[config.mk]
export PLATFORM = sky130hd
export DESIGN_NAME = strobe_read_link
export DESIGN_NICKNAME = d
export VERILOG_FILES = /design/src/rtl/srl_pkg.sv /design/src/rtl/srl_regfile.sv /design/src/rtl/srl_requester.sv /design/src/rtl/srl_responder.sv /design/src/rtl/strobe_read_link.sv
export SDC_FILE = /design/constraint.sdc
export NUM_CORES = 1
export LEC_CHECK = 0
export ABC_AREA = 0
export BUFFER_PORTS_ARGS = -buffer_cell sky130_fd_sc_hd__buf_2
export CORE_UTILIZATION = 56
export CTS_BUF_LIST = sky130_fd_sc_hd__clkbuf_16
export CTS_CLUSTER_DIAMETER = 50
export DETAILED_ROUTE_END_ITERATION = 6
export PLACE_DENSITY = 0.74
export SYNTH_ARGS = -nofsm -noshare
export SYNTH_HDL_FRONTEND = slang
export SYNTH_SLANG_ARGS = --single-unit
[constraint.sdc]
create_clock -name clk -period 2.81 [get_ports clk]
set_input_delay 0.1405 -clock clk [delete_from_list [all_inputs] [get_ports clk]]
set_output_delay 0.1405 -clock clk [all_outputs]
set_load 0.03 [all_outputs]
[src/rtl/srl_pkg.sv]
package srl_pkg;

    typedef enum logic [1:0] {
        RQ_IDLE   = 2'd0,
        RQ_STROBE = 2'd1,
        RQ_GUARD  = 2'd2
    } rq_state_e;

    typedef enum logic [1:0] {
        RS_IDLE  = 2'd0,
        RS_WAIT  = 2'd1,
        RS_DRIVE = 2'd2,
        RS_HOLD  = 2'd3
    } rs_state_e;

endpackage

[src/rtl/srl_regfile.sv]
module srl_regfile #(
    parameter int DATA_W = 16,
    parameter int WORDS  = 8,
    parameter int SEL_W  = $clog2(WORDS)
) (
    input  logic              clk,
    input  logic              rst_n,
    input  logic              wr_en_i,
    input  logic [SEL_W-1:0]  wr_sel_i,
    input  logic [DATA_W-1:0] wr_data_i,
    input  logic [SEL_W-1:0]  rd_sel_i,
    output logic [DATA_W-1:0] rd_word_o
);

    logic [DATA_W-1:0] word_d [WORDS];
    logic [DATA_W-1:0] word_q [WORDS];

    for (genvar g = 0; g < WORDS; g++) begin : g_word
        always_comb begin
            word_d[g] = word_q[g];
            if (wr_en_i && (wr_sel_i == SEL_W'(g))) begin
                word_d[g] = wr_data_i;
            end
        end

        always_ff @(posedge clk) begin
            if (!rst_n) begin
                word_q[g] <= '0;
            end else begin
                word_q[g] <= word_d[g];
            end
        end

        // a write addressed here lands one edge later
        a_r9_write_lands: assert property (@(posedge clk) disable iff (!rst_n)
            (wr_en_i && (wr_sel_i == SEL_W'(g))) |=> (word_q[g] == $past(wr_data_i)));
    end

    assign rd_word_o = word_q[rd_sel_i];

endmodule

[src/rtl/srl_requester.sv]
module srl_requester
    import srl_pkg::*;
#(
    parameter int DATA_W = 16,
    parameter int SEL_W  = 3,
    parameter int PULSE  = 4,
    parameter int HOLD   = 3
) (
    input  logic              clk,
    input  logic              rst_n,
    input  logic              req_i,
    input  logic [SEL_W-1:0]  sel_i,
    input  logic [DATA_W-1:0] bus_i,
    output logic              strb_o,
    output logic [SEL_W-1:0]  sel_o,
    output logic              busy_o,
    output logic              done_o,
    output logic [DATA_W-1:0] rd_data_o
);

    localparam int CNT_MAX = (PULSE > HOLD) ? PULSE : HOLD;
    localparam int CNT_W   = $clog2(CNT_MAX + 1);

    typedef struct packed {
        rq_state_e         st;
        logic [CNT_W-1:0]  cnt;
        logic              strb;
        logic [SEL_W-1:0]  sel;
        logic              done;
        logic [DATA_W-1:0] data;
    } rq_regs_t;

    rq_regs_t rq_d, rq_q;

    always_comb begin
        rq_d      = rq_q;
        rq_d.done = 1'b0;
        case (rq_q.st)
            RQ_IDLE: begin
                if (req_i) begin
                    rq_d.st   = RQ_STROBE;
                    rq_d.strb = 1'b1;
                    rq_d.cnt  = CNT_W'(PULSE - 1);
                    rq_d.sel  = sel_i;
                end
            end
            RQ_STROBE: begin
                if (rq_q.cnt == '0) begin
                    // falling strobe edge doubles as the capture edge
                    rq_d.strb = 1'b0;
                    rq_d.data = bus_i;
                    rq_d.done = 1'b1;
                    rq_d.st   = RQ_GUARD;
                    rq_d.cnt  = CNT_W'(HOLD - 1);
                end else begin
                    rq_d.cnt = rq_q.cnt - 1'b1;
                end
            end
            RQ_GUARD: begin
                if (rq_q.cnt == '0) begin
                    rq_d.st = RQ_IDLE;
                end else begin
                    rq_d.cnt = rq_q.cnt - 1'b1;
                end
            end
            default: begin
                rq_d.st   = RQ_IDLE;
                rq_d.strb = 1'b0;
            end
        endcase
    end

    always_ff @(posedge clk) begin
        if (!rst_n) begin
            rq_q <= '{st: RQ_IDLE, cnt: '0, strb: 1'b0, sel: '0, done: 1'b0, data: '0};
        end else begin
            rq_q <= rq_d;
        end
    end

    assign strb_o    = rq_q.strb;
    assign sel_o     = rq_q.sel;
    assign busy_o    = (rq_q.st != RQ_IDLE);
    assign done_o    = rq_q.done;
    assign rd_data_o = rq_q.data;

    // the captured word is what the bus held just before the fall
    a_r4_capture_matches_bus: assert property (@(posedge clk) disable iff (!rst_n)
        done_o |-> (rd_data_o == $past(bus_i)));

    // done never lasts two cycles
    a_r10_done_single: assert property (@(posedge clk) disable iff (!rst_n)
        done_o |=> !done_o);

    // no new strobe rise while a transfer or its release window runs
    a_r7_no_rise_when_busy: assert property (@(posedge clk) disable iff (!rst_n)
        busy_o |=> !$rose(strb_o));

    // strobe falls only together with a capture
    a_r2_fall_with_done: assert property (@(posedge clk) disable iff (!rst_n)
        $fell(strb_o) |-> done_o);

endmodule

[src/rtl/srl_responder.sv]
module srl_responder
    import srl_pkg::*;
#(
    parameter int DATA_W = 16,
    parameter int SEL_W  = 3,
    parameter int LAT    = 2,
    parameter int HOLD   = 3
) (
    input  logic              clk,
    input  logic              rst_n,
    input  logic              strb_i,
    input  logic [SEL_W-1:0]  sel_i,
    input  logic [DATA_W-1:0] word_i,
    output logic [SEL_W-1:0]  rd_sel_o,
    output logic [DATA_W-1:0] bus_o
);

    localparam int CNT_MAX = (LAT > HOLD) ? LAT : HOLD;
    localparam int CNT_W   = $clog2(CNT_MAX + 1);

    typedef struct packed {
        rs_state_e         st;
        logic [CNT_W-1:0]  cnt;
        logic [SEL_W-1:0]  sel;
        logic              seen;
        logic [DATA_W-1:0] bus;
    } rs_regs_t;

    rs_regs_t rs_d, rs_q;
    logic     strb_rise;
    logic     strb_fall;

    assign strb_rise = strb_i & ~rs_q.seen;
    assign strb_fall = ~strb_i & rs_q.seen;

    always_comb begin
        rs_d      = rs_q;
        rs_d.seen = strb_i;
        case (rs_q.st)
            RS_IDLE: begin
                if (strb_rise) begin
                    rs_d.sel = sel_i;
                    if (LAT == 1) begin
                        rs_d.bus = word_i;
                        rs_d.st  = RS_DRIVE;
                    end else begin
                        rs_d.cnt = CNT_W'(LAT - 1);
                        rs_d.st  = RS_WAIT;
                    end
                end
            end
            RS_WAIT: begin
                if (rs_q.cnt == CNT_W'(1)) begin
                    rs_d.bus = word_i;
                    rs_d.st  = RS_DRIVE;
                end else begin
                    rs_d.cnt = rs_q.cnt - 1'b1;
                end
            end
            RS_DRIVE: begin
                if (strb_fall) begin
                    if (HOLD == 1) begin
                        rs_d.bus = '0;
                        rs_d.st  = RS_IDLE;
                    end else begin
                        rs_d.cnt = CNT_W'(HOLD - 1);
                        rs_d.st  = RS_HOLD;
                    end
                end
            end
            RS_HOLD: begin
                if (rs_q.cnt == CNT_W'(1)) begin
                    rs_d.bus = '0;
                    rs_d.st  = RS_IDLE;
                end else begin
                    rs_d.cnt = rs_q.cnt - 1'b1;
                end
            end
            default: begin
                rs_d.bus = '0;
                rs_d.st  = RS_IDLE;
            end
        endcase
    end

    always_ff @(posedge clk) begin
        if (!rst_n) begin
            rs_q <= '{st: RS_IDLE, cnt: '0, sel: '0, seen: 1'b0, bus: '0};
        end else begin
            rs_q <= rs_d;
        end
    end

    // select goes straight through at the rise, then comes from the latch
    assign rd_sel_o = (rs_q.st == RS_IDLE) ? sel_i : rs_q.sel;
    assign bus_o    = rs_q.bus;

    // the word is already on the bus when the requester drops its strobe
    a_r3_word_ready_at_fall: assert property (@(posedge clk) disable iff (!rst_n)
        strb_fall |-> (rs_q.st == RS_DRIVE));

    // the driven word does not change while driving
    a_r5_word_stable: assert property (@(posedge clk) disable iff (!rst_n)
        ((rs_q.st == RS_DRIVE) && ($past(rs_q.st) == RS_DRIVE)) |-> $stable(bus_o));

    // released bus reads zero
    a_r8_zero_when_released: assert property (@(posedge clk) disable iff (!rst_n)
        (rs_q.st == RS_IDLE) |-> (bus_o == '0));

endmodule

[src/rtl/strobe_read_link.sv]
module strobe_read_link #(
    parameter int DATA_W = 16,
    parameter int WORDS  = 8,
    parameter int LAT    = 2,
    parameter int PULSE  = 4,
    parameter int HOLD   = 3,
    parameter int SEL_W  = $clog2(WORDS)
) (
    input  logic              clk,
    input  logic              rst_n,
    input  logic              req_i,
    input  logic [SEL_W-1:0]  req_sel_i,
    input  logic              wr_en_i,
    input  logic [SEL_W-1:0]  wr_sel_i,
    input  logic [DATA_W-1:0] wr_data_i,
    output logic              busy_o,
    output logic              done_o,
    output logic [DATA_W-1:0] rd_data_o,
    output logic              strobe_o,
    output logic [DATA_W-1:0] bus_o
);

    logic              link_strb;
    logic [SEL_W-1:0]  link_sel;
    logic [DATA_W-1:0] link_bus;
    logic [SEL_W-1:0]  rf_sel;
    logic [DATA_W-1:0] rf_word;

    srl_requester #(
        .DATA_W (DATA_W),
        .SEL_W  (SEL_W),
        .PULSE  (PULSE),
        .HOLD   (HOLD)
    ) i_requester (
        .clk       (clk),
        .rst_n     (rst_n),
        .req_i     (req_i),
        .sel_i     (req_sel_i),
        .bus_i     (link_bus),
        .strb_o    (link_strb),
        .sel_o     (link_sel),
        .busy_o    (busy_o),
        .done_o    (done_o),
        .rd_data_o (rd_data_o)
    );

    srl_responder #(
        .DATA_W (DATA_W),
        .SEL_W  (SEL_W),
        .LAT    (LAT),
        .HOLD   (HOLD)
    ) i_responder (
        .clk      (clk),
        .rst_n    (rst_n),
        .strb_i   (link_strb),
        .sel_i    (link_sel),
        .word_i   (rf_word),
        .rd_sel_o (rf_sel),
        .bus_o    (link_bus)
    );

    srl_regfile #(
        .DATA_W (DATA_W),
        .WORDS  (WORDS),
        .SEL_W  (SEL_W)
    ) i_regfile (
        .clk       (clk),
        .rst_n     (rst_n),
        .wr_en_i   (wr_en_i),
        .wr_sel_i  (wr_sel_i),
        .wr_data_i (wr_data_i),
        .rd_sel_i  (rf_sel),
        .rd_word_o (rf_word)
    );

    assign strobe_o = link_strb;
    assign bus_o    = link_bus;

endmodule

* Word level (Yosys, flattened, before mapping)
Memory sizes are Yosys's and may differ from the RTL's. Cells that the tools add are included.
Storage, ports and cells: bits in registers 50, bits in latches 0, RAM bits 128, memory bits (read-only) 0, bits of input ports 26, output and inout port bits 35, word-level logic and storage cells 127, memories 1
Operators by class: $add $sub $neg 2, $mul 0, div/mod/pow operators 0, order comparisons 0, equal/unequal tests 29, shifts and indexed selects 0, mux-type cells 38, bitwise operators 13, reductions and logical operators 33
Memory list:
- i_regfile.word_q | depth 8, bits a word 16, read ports 1, clocked after Yosys merged registers in 0, wr ports 8, RTL line srl_regfile.sv:16 | logic [DATA_W-1:0] word_q [WORDS];
Operators by type and width (number):
- two-way mux 16 bit | 18
- one-hot mux 16 bit (2 select lines) | 1
- AND reduction 2 bit | 13
- two-way mux 17 bit | 1
- one-hot mux 4 bit (4 select lines) | 1
- equality test 3 bit (second input constant) | 4
- inequality test 2 x 1 -> 1 bit (second input constant) | 6
- AND reduction 3 bit | 4
- two-way mux 2 bit | 5
- two-way mux 3 bit | 3
- two-way mux 9 bit | 1
- one-hot mux 3 bit (3 select lines) | 1
- logical AND 1 bit | 8
- inequality test 1 bit (second input constant) | 8
- bitwise OR 1 bit | 8
- two-way mux 7 bit | 1
- equality test 2 x 1 -> 1 bit (second input constant) | 3
- equality test 2 bit (second input constant) | 3
- equality test 3 x 2 -> 1 bit (second input constant) | 2
- logical NOT 3 bit | 2
- one-hot mux 2 bit (3 select lines) | 1
- logical NOT 2 bit | 2
- two-way mux 4 bit | 1
- inequality test 2 bit (second input constant) | 2
- other kinds (10) | 16

* Logic depth before layout (Yosys ltp)
word-level depth 5, mapped depth 9, gate-level depth less buffers 7

* By module
Synthesis repeated with hierarchy kept, for this count alone.
Unflattened totals: cell total of the unflattened synthesis 664, area total of the unflattened synthesis 8353.0 um^2
Modules (own cells, without submodules):
- srl_regfile | times used 1, cells each 374, area an instance 5809.3 um^2, sequential area each 3843.7 um^2
- srl_responder | times used 1, cells each 137, area an instance 1300.0 um^2, sequential area each 480.5 um^2
- srl_requester | times used 1, cells each 153, area an instance 1243.7 um^2, sequential area each 520.5 um^2

* Worst setup path before layout
OpenSTA, ideal clock, no wires.
path kind input port to flip-flop, start input wr_sel_i[2], end memory i_regfile.word_q[0][0], enable pin, library setup time 0.415 ns, arrival time 1.580 ns, data required time 2.395 ns, setup slack 0.815 ns, stages on the path 2, buffers on the path 0, path through nand2b_1 > o31ai_1
RTL lines:
- start, declared | RTL line strobe_read_link.sv:14 | input logic [SEL_W-1:0] wr_sel_i,
- end, declared | RTL line srl_regfile.sv:16

* Worst setup path after layout
start register i_responder.rs_q[22] in the netlist's numbering, end register i_responder.rs_q (netlist bit i_responder.bus_o[6])
On the way: word-level cells in the longest chain between the ends 5, elaborated cells on any way between the ends 11, classes of those cells eq/ne (4); mux (3); reduce/logical (3); memory (1)
RTL lines:
- start, declared | RTL line srl_responder.sv:29 | rs_regs_t rs_d, rs_q;
- start signal, assigned | RTL line srl_responder.sv:88 | rs_q <= '{st: RS_IDLE, cnt: '0, sel: '0, seen: 1'b0, bus: '0};
- start signal, assigned | RTL line srl_responder.sv:90 | rs_q <= rs_d;
- logical NOT 2 bit | RTL line srl_responder.sv:95 | assign rd_sel_o = (rs_q.st == RS_IDLE) ? sel_i : rs_q.sel;
- two-way mux 3 bit | RTL line srl_responder.sv:95
- memory (8 x 16 bit)
- two-way mux 16 bit | RTL line srl_responder.sv:53 | if (rs_q.cnt == CNT_W'(1)) begin
- one-hot mux 16 bit (2 select lines) | RTL line srl_responder.sv:39 | case (rs_q.st)
Several ways; a longest one is shown, not always the timed one. The select of a mux whose other input is x is not followed. A chain may end at the register's enable or synchronous reset.

==> impl_results.md <==
- Cell Area, Synth: 8700 um^2
- Largest family of logic cells by synthesized area: simple AND/OR/NAND/NOR gates
- Min cycle time layout: 2.52 ns
- Transition time at the pin with the least slew margin: 1.13 ns
- Post-route DRC: 0
- Run status: finished, final reports clean
- Detail Placement HPWL: 14500 um
- Start point of the critical path: i_responder.rs_q[22]$_SDFFE_PN0P_
- Final routed wirelength across all metal layers: 22000 um
- Critical-path maximum fanout: 21
- Main area contributors after synthesis: sky130_fd_sc_hd__edfxtp_1 44%, sky130_fd_sc_hd__dfxtp_1 12%, sky130_fd_sc_hd__and2_1 9.6%
- Prevailing post-synth register cell: sky130_fd_sc_hd__edfxtp_1
- Overall power consumption: 0.00704 W
- Number of library cell types mapped by synthesis: 45
- Global-route usage over all layers: 28.7%
- Number of pins with negative max-slew slack in the final report: 0
- Area of the die: 16000 um^2
- HP Start: req_sel_i[1]
- Power density cells: 736 nW/um^2
- Antenna Cells: 0
- Hold Slack: 0.0108 ns
- Core area: 15200 um^2
- Wire length of the first global-routing pass: 34100 um
- Arrival time of data at the critical path endpoint: 2.89 ns
- TritonCTS Buffers: 17
- Async set-reset flop share out of synthesis: 0%
- Required time worst endpoint: 3.18 ns
- Post-synth top area share: 44.2%
- Part of the Yosys area used for sequential elements: 55.7%
- Top achievable clock speed: 397 MHz
- Final setup violating endpoints: 0
- Proportion of layout cells with a drive suffix above 1: 14.8%
- Biggest area consumer among synthesized cells: sky130_fd_sc_hd__edfxtp_1
- Total congestion overflow after global routing: 0
- Die X: 127 um
- Top cells by count, synth: 133 x sky130_fd_sc_hd__and2_1, 128 x sky130_fd_sc_hd__edfxtp_1, 120 x sky130_fd_sc_hd__nand2_1
- Std cell rows: 45
- Clock transition at the registers of the reported paths: 0.07 ns
- Placement Cell Area: 8970 um^2
- Kind of capture point of the worst setup path: flop
- Worst setup path category: flop to flop
- Die outline height: 127 um
- Inst Count DP: 1037
- Count of fill cells added during filler insertion: 1221
- Number of warning messages in the yosys log: 0
- Endpoints failing hold: 0
- Flops & latches, synth: 178
- Router iterations before antenna repair: 5
- Adder-cell share of the synthesized area: 1.73%
- Vias per std cell: 5.97
- Path category of the worst min-delay check: input pin to flop
- Number of enable flip-flop cells after synthesis: 128
- Setup clock skew after layout: 0.00774 ns
- H-Tree Level Count: 4
- Most used standard cell by instance count after synthesis: sky130_fd_sc_hd__and2_1
- Total of max-cap violations: 0
- Skew-Pair Late Insertion Delay: 0.43 ns
- Final critical-path share of the clock period: 89.7%
- Share of the synthesized netlist area taken by xor and xnor gates: 0%
- Number of routed nets with antenna violations: 0
- I/O Pins: 61
- Number of buffers on the longest clock path: 2
- TritonCTS clock tree: yes
- Syn nets: 881
- IO buf count: 60
- Violation count after the first detailed-routing iteration: 642
- Via count of the first global-routing pass: 6407
- Total leakage power: 3.68 nW
- Post-synthesis mux area share: 0.819%
- Average cell area after synthesis: 10.3 um^2
- Initial Utilization: 57.3%
- Via count: 6395
- Setup repair after global routing missed its margin: false
- Average wire length per cell after detail routing: 20.6 um
- Reg-to-reg startpoint: i_responder.rs_q[22]$_SDFFE_PN0P_
- Nets@finish: 908
- Fraction of the mapped netlist area in simple logic gates: 22.8%
- Slew Limit Headroom: 24.1%
- Antenna violations before repair: 0
- Worst vdd rail ir drop: 0.555 mV
- Relative area change from synthesis to final layout: 9.99%
- Number of buffers inserted to repair setup after CTS: 0
- Root buffer cell: sky130_fd_sc_hd__clkbuf_16
- Number of sinks driven by the clock tree: 178
- Final design area excluding fillers: 9570 um^2
- Startpoint type of the worst setup path: flop
- Final non-filler cell total: 1071
- Post-Syn Instances: 843
- Share of the synthesized area in compound gates (AO/OA/AOI/OAI): 12.7%
- Gp weighted congestion: 0.863
- Pin count of the biggest net entering global routing: 38
- Final total negative setup slack: 0 ns
[per-layer routing]
metal  part of all wire (%)  global-route usage (%)  up-vias  routed length [um]
met5                      0                       0        -                   0
met4                    2.5                    12.4        0                 546
met3                    7.6                    5.19       45                1680
met2                     49                    49.6      308               10800
met1                     41                    35.5     3067                8950
li1                       -                       -     2975                   -
[where the power goes]
part / leakage (nW) / internal [W] / switching [W]
combinational: 1.75 / 0.000523 / 0.00105
sequential: 1.64 / 0.00301 / 0.000126
clock: 0.282 / 0.00132 / 0.00102
[worst paths after layout]
| path | endpoint | slack [ns] | depth (start not counted) |
|---|---|---|---|
| max | i_responder.bus_o[6]$_SDFFE_PN0P_ | 0.29 | 8 |
| min | i_requester.sel_o[1]$_SDFFE_PN0P_ | 0.01 | 3 |
| min reg2reg | i_requester.rd_data_o[15]$_SDFFE_PN0P_ | 0.46 | 2 |
| max reg2reg | i_responder.bus_o[6]$_SDFFE_PN0P_ | 0.29 | 8 |
[what timing repair did]
item / 4_1_cts / 5_1_grt
hold buffers: 2 / 0
gates resized for setup: 0 / 0
hold endpoints to repair: 2 / 0
[stage by stage]
step / utilization (%) / worst slack (ns)
2_1_floorplan: - / 0.815
5_1_grt: 63.0 / 0.144
3_3_place_gp: 59.0 / 0.503
4_1_cts: 63.0 / 0.343
6_report: 63.0 / 0.289
3_5_place_dp: 59.0 / 0.402
[registers in the layout (all words and copies together), names as in the netlist]
signal	flops
i_requester.strb_o	1
i_requester.rq_q	5
i_regfile.word_q	128
i_requester.rd_data_o	16
i_responder.rs_q	8
i_requester.sel_o	3
i_responder.bus_o	16
i_requester.done_o	1
[cell type report]
cell class | count | area [um^2] | share of cell area, %
repair buffers | 90 | 543 | 5.67
multi-input cells | 571 | 3320 | 34.7
clock inverters | 15 | 156 | 1.63
well taps | 188 | 235 | 2.46
flip-flops and latches | 178 | 4840 | 50.6
inverters | 12 | 45.0 | 0.471
clock buffers | 17 | 425 | 4.44
[cell families after synthesis]
kind of cell,count (synthesis)
and+or+nand+nor,384
DFF,178
AOI/OAI and AO/OA,168
buffers and inverters,94
adders and majority gates,12
muxes,7
[critical path, cell delays in order, from the launching register on]
cell	delay (ns)
sky130_fd_sc_hd__dfxtp_1	0.35
sky130_fd_sc_hd__inv_1	0.13
sky130_fd_sc_hd__ha_1	0.19
sky130_fd_sc_hd__buf_4	0.26
sky130_fd_sc_hd__nor3b_1	0.09
sky130_fd_sc_hd__a31oi_2	0.88
sky130_fd_sc_hd__nor3_1	0.13
sky130_fd_sc_hd__a31oi_1	0.22
sky130_fd_sc_hd__a32o_1	0.20
[layout by cell type (no fill, tap or decap), types with 27 or more instances in the layout]
master,n
sky130_fd_sc_hd__and2_1,133
sky130_fd_sc_hd__nand2_1,120
sky130_fd_sc_hd__edfxtp_1,128
sky130_fd_sc_hd__nor2_1,33
sky130_fd_sc_hd__nor2b_1,37
sky130_fd_sc_hd__buf_2,60
sky130_fd_sc_hd__o21ai_0,42
sky130_fd_sc_hd__buf_4,27
sky130_fd_sc_hd__dfxtp_1,50
sky130_fd_sc_hd__a31oi_1,29
No activity file was read; power rests on OpenSTA's default activity.
